`config.mk`:
```
export PLATFORM = sky130hd
export DESIGN_NAME = sec_data_gate
export DESIGN_NICKNAME = d
export VERILOG_FILES = /design/src/rtl/sec_gate_pkg.sv /design/src/rtl/sec_gate_lfsr.sv /design/src/rtl/sec_gate_ctrl.sv /design/src/rtl/sec_gate_lane.sv /design/src/rtl/sec_data_gate.sv
export SDC_FILE = /design/constraint.sdc
export NUM_CORES = 1
export LEC_CHECK = 0
export ABC_AREA = 1
export CORE_MARGIN = 2
export CORE_UTILIZATION = 50
export DETAILED_ROUTE_END_ITERATION = 10
export GPL_TIMING_DRIVEN = 0
export PLACE_DENSITY = 0.79
export SKIP_CTS_REPAIR_TIMING = 1
export SYNTH_ARGS = -nofsm -noshare
export SYNTH_HDL_FRONTEND = slang
export SYNTH_SLANG_ARGS = --single-unit
```
`constraint.sdc`:
```
create_clock -name clk_i -period 1.3 [get_ports clk_i]
set_input_delay 0.26 -clock clk_i [delete_from_list [all_inputs] [get_ports clk_i]]
set_output_delay 0.26 -clock clk_i [all_outputs]
set_load 0.005 [all_outputs]
```
`src/rtl/sec_gate_pkg.sv`:
```
package sec_gate_pkg;
  typedef struct packed {
    logic sec_en;
    logic sa_chk;
    logic da_chk;
  } sec_cfg_t;

  typedef struct packed {
    logic rand_port;
    logic rand_bus;
  } gate_sel_t;

  localparam int unsigned NUM_LANES = 2;
  localparam int unsigned LANE_PORT = 0;
  localparam int unsigned LANE_BUS  = 1;
endpackage

```
`src/rtl/sec_gate_lfsr.sv`:
```
module sec_gate_lfsr #(
  parameter int unsigned      LFSR_W = 16,
  parameter int unsigned      OUT_W  = 8,
  parameter logic [LFSR_W-1:0] SEED  = 16'hACE1,
  parameter logic [LFSR_W-1:0] MASK  = 16'hB400
) (
  input  logic             clk_i,
  input  logic             rst_ni,
  input  logic             step_i,
  output logic [OUT_W-1:0] rnd_o
);
  logic [LFSR_W-1:0] state_q;

  always_ff @(posedge clk_i or negedge rst_ni) begin
    if (!rst_ni)     state_q <= SEED;
    else if (step_i) state_q <= (state_q >> 1) ^ (state_q[0] ? MASK : '0);
  end

  assign rnd_o = state_q[OUT_W-1:0];

  assert_lfsr_live_R11: assert property (@(posedge clk_i) disable iff (!rst_ni)
    state_q != '0);
  assert_lfsr_hold_R11: assert property (@(posedge clk_i) disable iff (!rst_ni)
    !step_i |=> $stable(state_q));
endmodule

```
`src/rtl/sec_gate_ctrl.sv`:
```
module sec_gate_ctrl
  import sec_gate_pkg::*;
(
  input  logic      clk_i,
  input  logic      rst_ni,
  input  sec_cfg_t  cfg_i,
  input  logic      sa_match_i,
  input  logic      da_match_i,
  input  logic      decide_i,
  input  logic      valid_i,
  input  logic      sop_i,
  input  logic      eop_i,
  output gate_sel_t sel_o
);
  sec_cfg_t  cfg_q;
  gate_sel_t sel_q, sel_d;
  logic      in_pkt_q, decided_q;
  logic      pkt_start, pkt_end, take;

  assign pkt_start = valid_i & sop_i;
  assign pkt_end   = valid_i & eop_i;
  assign take      = decide_i & in_pkt_q & ~decided_q;

  // source failure hits both lanes; destination failure only the local ports
  always_comb begin
    sel_d = '0;
    if (cfg_q.sec_en) begin
      if (cfg_q.sa_chk && !sa_match_i) begin
        sel_d.rand_port = 1'b1;
        sel_d.rand_bus  = 1'b1;
      end else if (cfg_q.da_chk && !da_match_i) begin
        sel_d.rand_port = 1'b1;
      end
    end
  end

  always_ff @(posedge clk_i or negedge rst_ni) begin
    if (!rst_ni) begin
      cfg_q     <= '0;
      in_pkt_q  <= 1'b0;
      decided_q <= 1'b0;
      sel_q     <= '0;
    end else begin
      if (pkt_start) cfg_q <= cfg_i;
      if (pkt_end) begin
        in_pkt_q  <= 1'b0;
        decided_q <= 1'b0;
        sel_q     <= '0;
      end else begin
        if (pkt_start) in_pkt_q <= 1'b1;
        if (take) begin
          decided_q <= 1'b1;
          sel_q     <= sel_d;
        end
      end
    end
  end

  assign sel_o = sel_q;

  assert_bus_implies_port_R5: assert property (@(posedge clk_i) disable iff (!rst_ni)
    sel_q.rand_bus |-> sel_q.rand_port);
  assert_clear_at_end_R9: assert property (@(posedge clk_i) disable iff (!rst_ni)
    pkt_end |=> sel_q == '0);
  assert_hold_after_decide_R8: assert property (@(posedge clk_i) disable iff (!rst_ni)
    (decided_q && !pkt_end) |=> $stable(sel_q));
  assert_cfg_hold_R10: assert property (@(posedge clk_i) disable iff (!rst_ni)
    !pkt_start |=> $stable(cfg_q));
endmodule

```
`src/rtl/sec_gate_lane.sv`:
```
module sec_gate_lane #(
  parameter int unsigned DATA_W = 8
) (
  input  logic              clk_i,
  input  logic              rst_ni,
  input  logic              valid_i,
  input  logic [DATA_W-1:0] data_i,
  input  logic [DATA_W-1:0] rnd_i,
  input  logic              sub_i,
  output logic              valid_o,
  output logic [DATA_W-1:0] data_o
);
  always_ff @(posedge clk_i or negedge rst_ni) begin
    if (!rst_ni) begin
      valid_o <= 1'b0;
      data_o  <= '0;
    end else begin
      valid_o <= valid_i;
      if (valid_i) data_o <= sub_i ? rnd_i : data_i;
    end
  end

  assert_valid_latency_R12: assert property (@(posedge clk_i) disable iff (!rst_ni)
    valid_i |=> valid_o);
  assert_idle_latency_R12: assert property (@(posedge clk_i) disable iff (!rst_ni)
    !valid_i |=> !valid_o);
endmodule

```
`src/rtl/sec_data_gate.sv`:
```
module sec_data_gate
  import sec_gate_pkg::*;
#(
  parameter int unsigned DATA_W = 8,
  parameter int unsigned LFSR_W = 16
) (
  input  logic              clk_i,
  input  logic              rst_ni,
  input  logic              sec_en_i,
  input  logic              sa_chk_i,
  input  logic              da_chk_i,
  input  logic              sa_match_i,
  input  logic              da_match_i,
  input  logic              decide_i,
  input  logic              valid_i,
  input  logic              sop_i,
  input  logic              eop_i,
  input  logic [DATA_W-1:0] data_i,
  output logic              port_valid_o,
  output logic [DATA_W-1:0] port_data_o,
  output logic              bus_valid_o,
  output logic [DATA_W-1:0] bus_data_o
);
  sec_cfg_t              cfg;
  gate_sel_t             sel;
  logic [DATA_W-1:0]     rnd;
  logic [NUM_LANES-1:0]  sub;
  logic [NUM_LANES-1:0]  lane_valid;
  logic [DATA_W-1:0]     lane_data [NUM_LANES];

  assign cfg = '{sec_en: sec_en_i, sa_chk: sa_chk_i, da_chk: da_chk_i};

  sec_gate_lfsr #(.LFSR_W(LFSR_W), .OUT_W(DATA_W)) u_lfsr (
    .clk_i (clk_i),
    .rst_ni(rst_ni),
    .step_i(valid_i),
    .rnd_o (rnd)
  );

  sec_gate_ctrl u_ctrl (
    .clk_i     (clk_i),
    .rst_ni    (rst_ni),
    .cfg_i     (cfg),
    .sa_match_i(sa_match_i),
    .da_match_i(da_match_i),
    .decide_i  (decide_i),
    .valid_i   (valid_i),
    .sop_i     (sop_i),
    .eop_i     (eop_i),
    .sel_o     (sel)
  );

  assign sub[LANE_PORT] = sel.rand_port;
  assign sub[LANE_BUS]  = sel.rand_bus;

  for (genvar g = 0; g < NUM_LANES; g++) begin : g_lane
    sec_gate_lane #(.DATA_W(DATA_W)) u_lane (
      .clk_i  (clk_i),
      .rst_ni (rst_ni),
      .valid_i(valid_i),
      .data_i (data_i),
      .rnd_i  (rnd),
      .sub_i  (sub[g]),
      .valid_o(lane_valid[g]),
      .data_o (lane_data[g])
    );
  end

  assign port_valid_o = lane_valid[LANE_PORT];
  assign port_data_o  = lane_data[LANE_PORT];
  assign bus_valid_o  = lane_valid[LANE_BUS];
  assign bus_data_o   = lane_data[LANE_BUS];

  assert_lanes_aligned_R12: assert property (@(posedge clk_i) disable iff (!rst_ni)
    port_valid_o == bus_valid_o);
endmodule

```
==> impl_metrics.yaml, run 1 <==
layout:
  syn_to_final_growth_pct: 35.36
  drive_gt1_share_pct: 16.93
  antenna_cells: 0
  nets: 272
  fin_cells: 300
  n_fill_cell: 282
clock_network:
  insertion_delay_ns: 0.37
  htreeDepth: 2
  cts_tree: "built"
  cts_buffers: 5
  root_buffer: "clkbuf_4"
  cts.reportedPaths.clkPinSlew_ns: 0.13
  clock_sinks: 40
  clockBufferDepth: 2
power_and_ir_drop:
  powerDensity_nw_per_um2: 1336
  peakVddDrop_mv: 0.7383
  leakage_nw: 1.348
synthesis:
  synthesis.nets: 218
  synth_seq_cells: 40
  async_flop_share_pct: 100.0
  yosysMostFrequentCell: "nand2_1"
  yosys_warnings: 0
  yosys.area.top_type_share_pct: 45.71
  seq_area_frac_synth_pct: 57.71
  synth_cells: 199
  ys_types: 16
  yosys-top-cells-area: "dfrtp_1 (46%), nand2_1 (15%), dfstp_2 (12%)"
  synthFlopType: "dfrtp_1"
  synth.cell_area_um2: 1752
  yosys.area.top_type: "dfrtp_1"
  synth_edf_count: 0
  yosys-top-cells-count: "nand2_1 (71), dfrtp_1 (32), o21ai_1 (30)"
  syn_area_per_cell_um2: 8.802
timing:
  rsz0062_at_grt: "false"
  min_period_ns: 1.245
  drv_slew: 0
  hold_viol: 19
  slew_headroom_pct: 43.40
  worstMarginPinSlew_ns: 0.8490
  hold_ws_ns: -0.02834
  clock_skew_ns: 0.01908
  fin_ws_ns: 0.05502
  clock.fmax_mhz: 803.2
  setup_violations: 0
  fin_crit_sh_pct: 95.77
routing:
  drt_iter0_drc: 80
  wl_mm: 3.602
  vias: 1461
  antenna_left: 0
  vias_per_cell: 4.870
  wl_per_cell_um: 12.01
  dr.pass1.iters: 5
  route.detailed.drc: 0
placed_design:
  dp_slack_ns: -0.05980
  globalplace.congestion: 0.7788
  dp_cells: 281
  io_buffers: 36
  dp_hpwl_mm: 2.433
critical_path:
  crit_path_top_delay_cell: "dfrtp_1"
  critPathBufInv: 2
  r2r-end: "u_lfsr.state_q[10]"
  worstPathArrival_ns: 0.98
  cp_cell_sequence: "buf_6 > buf_6"
  cp-end-kind: "output port"
  cpLargestDelayFamily: "flip-flops"
  reg2reg_slack_ns: 0.23
  worst-setup-path-type: "flop to output port"
  worst_r2r_path_depth: 4
  crit_path_max_incr_delay_ns: 0.41
  critPathMaxFanout: 2
  r2r-start: "u_lfsr.state_q[0]"
  crit_path_start_kind: "flop"
  path_common_cell: "buf_6"
  required_ns: 1.04
global_routing:
  antenna_found_initial: 0
  grt_use_total_pct: 19.58
  overflow: 0
  grt_pass1_vias: 1280
  grt_pass1_wl_mm: 5.920
  grt_start_max_net_pins: 41
die:
  die_area_um2: 3993
  initial_core_util_pct: 52.08
  chipWidth_um: 63.19
  chipHeight_um: 63.19
  top_level_ports: 37
  core_um2: 3363
  rows: 21
job:
  maxCapViolations: 0
run_status:
  violations: "negative hold slack"
  outcome: "complete, but fails checks"
min_path:
  hp-class: "primary input to asynchronous set/reset pin"
## power breakdown
part / total (mW) / leakage, nW / switching, mW / internal [mW]
Clock: 0.820 / 0.0422 / 0.417 / 0.403
Combinational: 0.648 / 0.820 / 0.307 / 0.341
Sequential: 1.70 / 0.485 / 0.154 / 1.54
## registers in the layout (all words and copies together), names as in the netlist
name,cells
g_lane.u_lane.data_o,16
u_ctrl.sel_o,2
u_ctrl.in_pkt_q,1
g_lane.u_lane.valid_o,1
u_ctrl.cfg_q,3
u_ctrl.decided_q,1
u_lfsr.state_q,16
## layout by cell type (no fill, tap or decap), drive strengths merged
cell type	n
clkdlybuf4s50	17
o21ai	40
dfrtp	32
clkinv	1
nand2	72
nand3	3
dfstp	8
clkbuf	6
nor2	17
buf	24
xor2	3
bufinv	1
dlymetal6s2s	17
inv	13
## area by class of cell
cell class / count / area [um2] / area share (%)
Inverter: 13 / 51.30 / 2.164
Sequential cell: 40 / 1011 / 42.64
Buffer: 11 / 107.6 / 4.538
Clock buffer: 6 / 41.29 / 1.741
Timing Repair Buffer: 47 / 481.7 / 20.32
Clock inverter: 2 / 35.03 / 1.478
Multi-Input combinational cell: 135 / 585.6 / 24.70
Tap cell: 46 / 57.56 / 2.427
## metal layers
layer | global-route usage [%] | vias to the layer above | share of wire, %
met3 | 6.429 | 6 | 6.3
li1 | - | 733 | -
met5 | 0 | - | 0
met2 | 30.85 | 49 | 48
met4 | 9.783 | 0 | 2.0
met1 | 24.20 | 673 | 44
## cell families (layout without fill, tap and decap cells)
logic type                count (synthesis)  after routing  share of synthesized area (%)
and+or+nand+nor                          92             92                          20.50
AOI/OAI and AO/OA                        40             40                          11.43
DFF                                      40             40                          57.71
buffers and inverters                    24             79                          8.857
xor gates and xnor gates                  3              3                          1.500
## worst max-delay path by stage
stage                        startpoint                 end  cells past startpoint
5_1_grt        g_lane[1].u_lane.valid_o        port_valid_o                      2
6_report       g_lane[1].u_lane.valid_o        port_valid_o                      2
4_1_cts        g_lane[1].u_lane.valid_o        port_valid_o                      2
2_1_floorplan         u_lfsr.state_q[0]  u_lfsr.state_q[12]                      4
3_3_place_gp                     rst_ni     u_ctrl.cfg_q[0]                      1
3_5_place_dp                    valid_i   u_lfsr.state_q[1]                      6
## worst register-to-register path, cell delays in order (launching register included)
cell and delay [ns]:
dfstp_2 0.53, buf_2 0.18, xor2_1 0.17, nand2_1 0.06, nand2_1 0.06
## through the flow
stage | area (um2) | setup TNS, ns | utilization (%) | hold WS [ns] | power (mW)
2_1_floorplan | 1752 | 0 | - | -0.03559 | 2.035
3_5_place_dp | 2165 | -1.047 | 64.36 | 0.4176 | 2.338
3_3_place_gp | 2170 | -36.79 | 64.51 | 0.4595 | 2.312
4_1_cts | 2241 | -3.776 | 66.63 | 0.008701 | 3.145
5_1_grt | 2371 | 0 | 70.50 | 0.03587 | 3.362
6_report | 2371 | 0 | 70.50 | -0.02834 | 3.167
No activity file was read; power rests on OpenSTA's default activity.
==> run 2: changes to the inputs <==
--- a/config.mk
+++ b/config.mk
@@ -8,9 +8,11 @@
 export ABC_AREA = 1
 export CORE_MARGIN = 2
 export CORE_UTILIZATION = 50
+export CTS_BUF_LIST = sky130_fd_sc_hd__clkbuf_16
 export DETAILED_ROUTE_END_ITERATION = 10
 export GPL_TIMING_DRIVEN = 0
 export PLACE_DENSITY = 0.79
+export RECOVER_POWER = 25
 export SKIP_CTS_REPAIR_TIMING = 1
 export SYNTH_ARGS = -nofsm -noshare
 export SYNTH_HDL_FRONTEND = slang
==> impl_metrics.yaml, run 2 (same netlist as run 1, synthesis figures left out) <==
layout:
  antenna_cells: 0
  drive_gt1_share_pct: 15.20
  post-route-util_pct: 72.14
  final_common_cell: "nand2_1"
  nets: 268
  final_cell_mix: "nand2_1 (71), dfrtp_1 (32), o21ai_1 (30)"
  syn_to_final_growth_pct: 38.50
  n_fill_cell: 261
  fin_cells: 296
  reg_top3: "g_lane.u_lane.data_o (16), u_lfsr.state_q (16), u_ctrl.cfg_q (3)"
routing:
  dr_wl_met2_mm: 1.835
  vias: 1474
  drt_iter0_drc: 114
  dr.pass1.iters: 4
  route.detailed.drc: 0
  wl_per_cell_um: 12.35
  vias_per_cell: 4.980
  wl_met1_mm: 1.596
  dr_wl_met3_um: 193
  wl_mm: 3.656
  antenna_left: 0
  top_layer_used: "met4"
critical_path:
  cp-end-kind: "output port"
  crit_path_top_delay_cell: "dfrtp_1"
  worstPathArrival_ns: 0.91
  cp_cell_sequence: "buf_4 > dlymetal6s2s_1"
  required_ns: 1.04
  worst-setup-path-type: "flop to output port"
  critPathMaxFanout: 2
  reg2reg_slack_ns: 0.26
  crit_path_start_kind: "flop"
  crit_path_max_incr_delay_ns: 0.38
clock_network:
  htreeDepth: 2
  cts_tree: "built"
  insertion_delay_ns: 0.28
  cts.reportedPaths.clkPinSlew_ns: 0.06
  cts_buffers: 5
  clockBufferDepth: 2
  root_buffer: "clkbuf_16"
  clock_sinks: 40
die:
  core_um2: 3363
  chipWidth_um: 63.19
  chipHeight_um: 63.19
  rows: 21
  die_area_um2: 3993
  top_level_ports: 37
  initial_core_util_pct: 52.08
min_path:
  hp-class: "primary input to asynchronous set/reset pin"
timing:
  min_period_ns: 1.172
  setup_tns_ns: 0
  drv_slew: 0
  clock_skew_ns: 0.005096
  clock.fmax_mhz: 853.2
  setup_violations: 0
  hold_ws_ns: 0.1192
  slew_headroom_pct: 36.46
  worstMarginPinSlew_ns: 0.9531
  hold_viol: 0
  fin_crit_sh_pct: 90.16
  rsz0062_at_grt: "false"
power_and_ir_drop:
  p_sw_mw: 0.9125
  leakage_nw: 1.377
  total_power_mw: 3.677
  swShare_pct: 24.82
  pwr-share-seq_pct: 46.3
  powerDensity_nw_per_um2: 1516
  clock_power_share_pct: 36.6
  pwr-share-comb_pct: 17.1
  peakVddDrop_mv: 1.017
  p_int_mw: 2.764
run_status:
  outcome: "completed"
job:
  maxCapViolations: 0
placed_design:
  dp_cells: 281
  io_buffers: 36
  dp_hpwl_mm: 2.433
  globalplace.congestion: 0.7788
global_routing:
  grt_pass1_vias: 1310
  grt_use_total_pct: 20.02
  grt_pass1_wl_mm: 6.085
  overflow: 0
  antenna_found_initial: 0
  grt_start_max_net_pins: 41
[run 2: cell count changes in the layout (fill, tap and decap cells not counted), sizes merged]
| cell | delta |
|---|---|
| dlymetal6s2s | +1 |
| buf | -6 |
| clkdlybuf4s50 | -1 |
| dlygate4sd3 | +1 |
| inv | +1 |
[run 2: final timing paths]
check / end / startpoint / cells after the start
min in group clk_i: u_lfsr.state_q[10] / u_lfsr.state_q[10] / 2
max in group asynchronous: u_ctrl.sel_o[1] / rst_ni / 1
worst min register to register: u_lfsr.state_q[10] / u_lfsr.state_q[10] / 2
worst max-delay path: port_valid_o / g_lane[1].u_lane.valid_o / 2
worst min-delay path: g_lane[0].u_lane.data_o[1] / rst_ni / 1
worst max register to register: u_lfsr.state_q[10] / u_lfsr.state_q[0] / 4
[run 2: critical path, delay by kind of cell (launching register included)]
family                 cells  cell delay, ns
flip-flops                 1            0.38
buffers and inverters      2            0.27
[run 2: final cells by class]
cell class,count,area (um2),share of cell area [%]
multi-input cells,135,585.6,24.14
clock inverters,3,38.79,1.599
repair buffers,43,452.9,18.67
well taps,46,57.56,2.372
plain buffers,11,103.9,4.281
flip-flops and latches,40,1011,41.67
clock buffers,5,125.1,5.157
inverters,13,51.30,2.114
[run 2: power by group through the flow]
stage          Sequential, mW  Combinational [mW]  Clock, mW
3_5_place_dp             1.72               0.615          0
4_1_cts                  1.70               0.620       1.37
6_report                 1.70               0.627       1.35
2_1_floorplan            1.70               0.340          0
5_1_grt                  1.73               0.715       1.45
3_3_place_gp             1.71               0.598          0
[run 2: per-layer routing]
metal	vias to the layer above	global-route usage, %
met5	-	0
li1	728	-
met1	694	24.97
met2	48	32.45
met3	4	6.429
met4	0	7.880
[run 2: metrics by stage]
stage	setup slack [ns]	cell area (um2)
after floorplan	0.3486	1752
after global placement	-0.9767	2170
after detailed placement	-0.05980	2165
after CTS	-0.1816	2328
after global routing	0.04441	2426
final	0.1279	2426
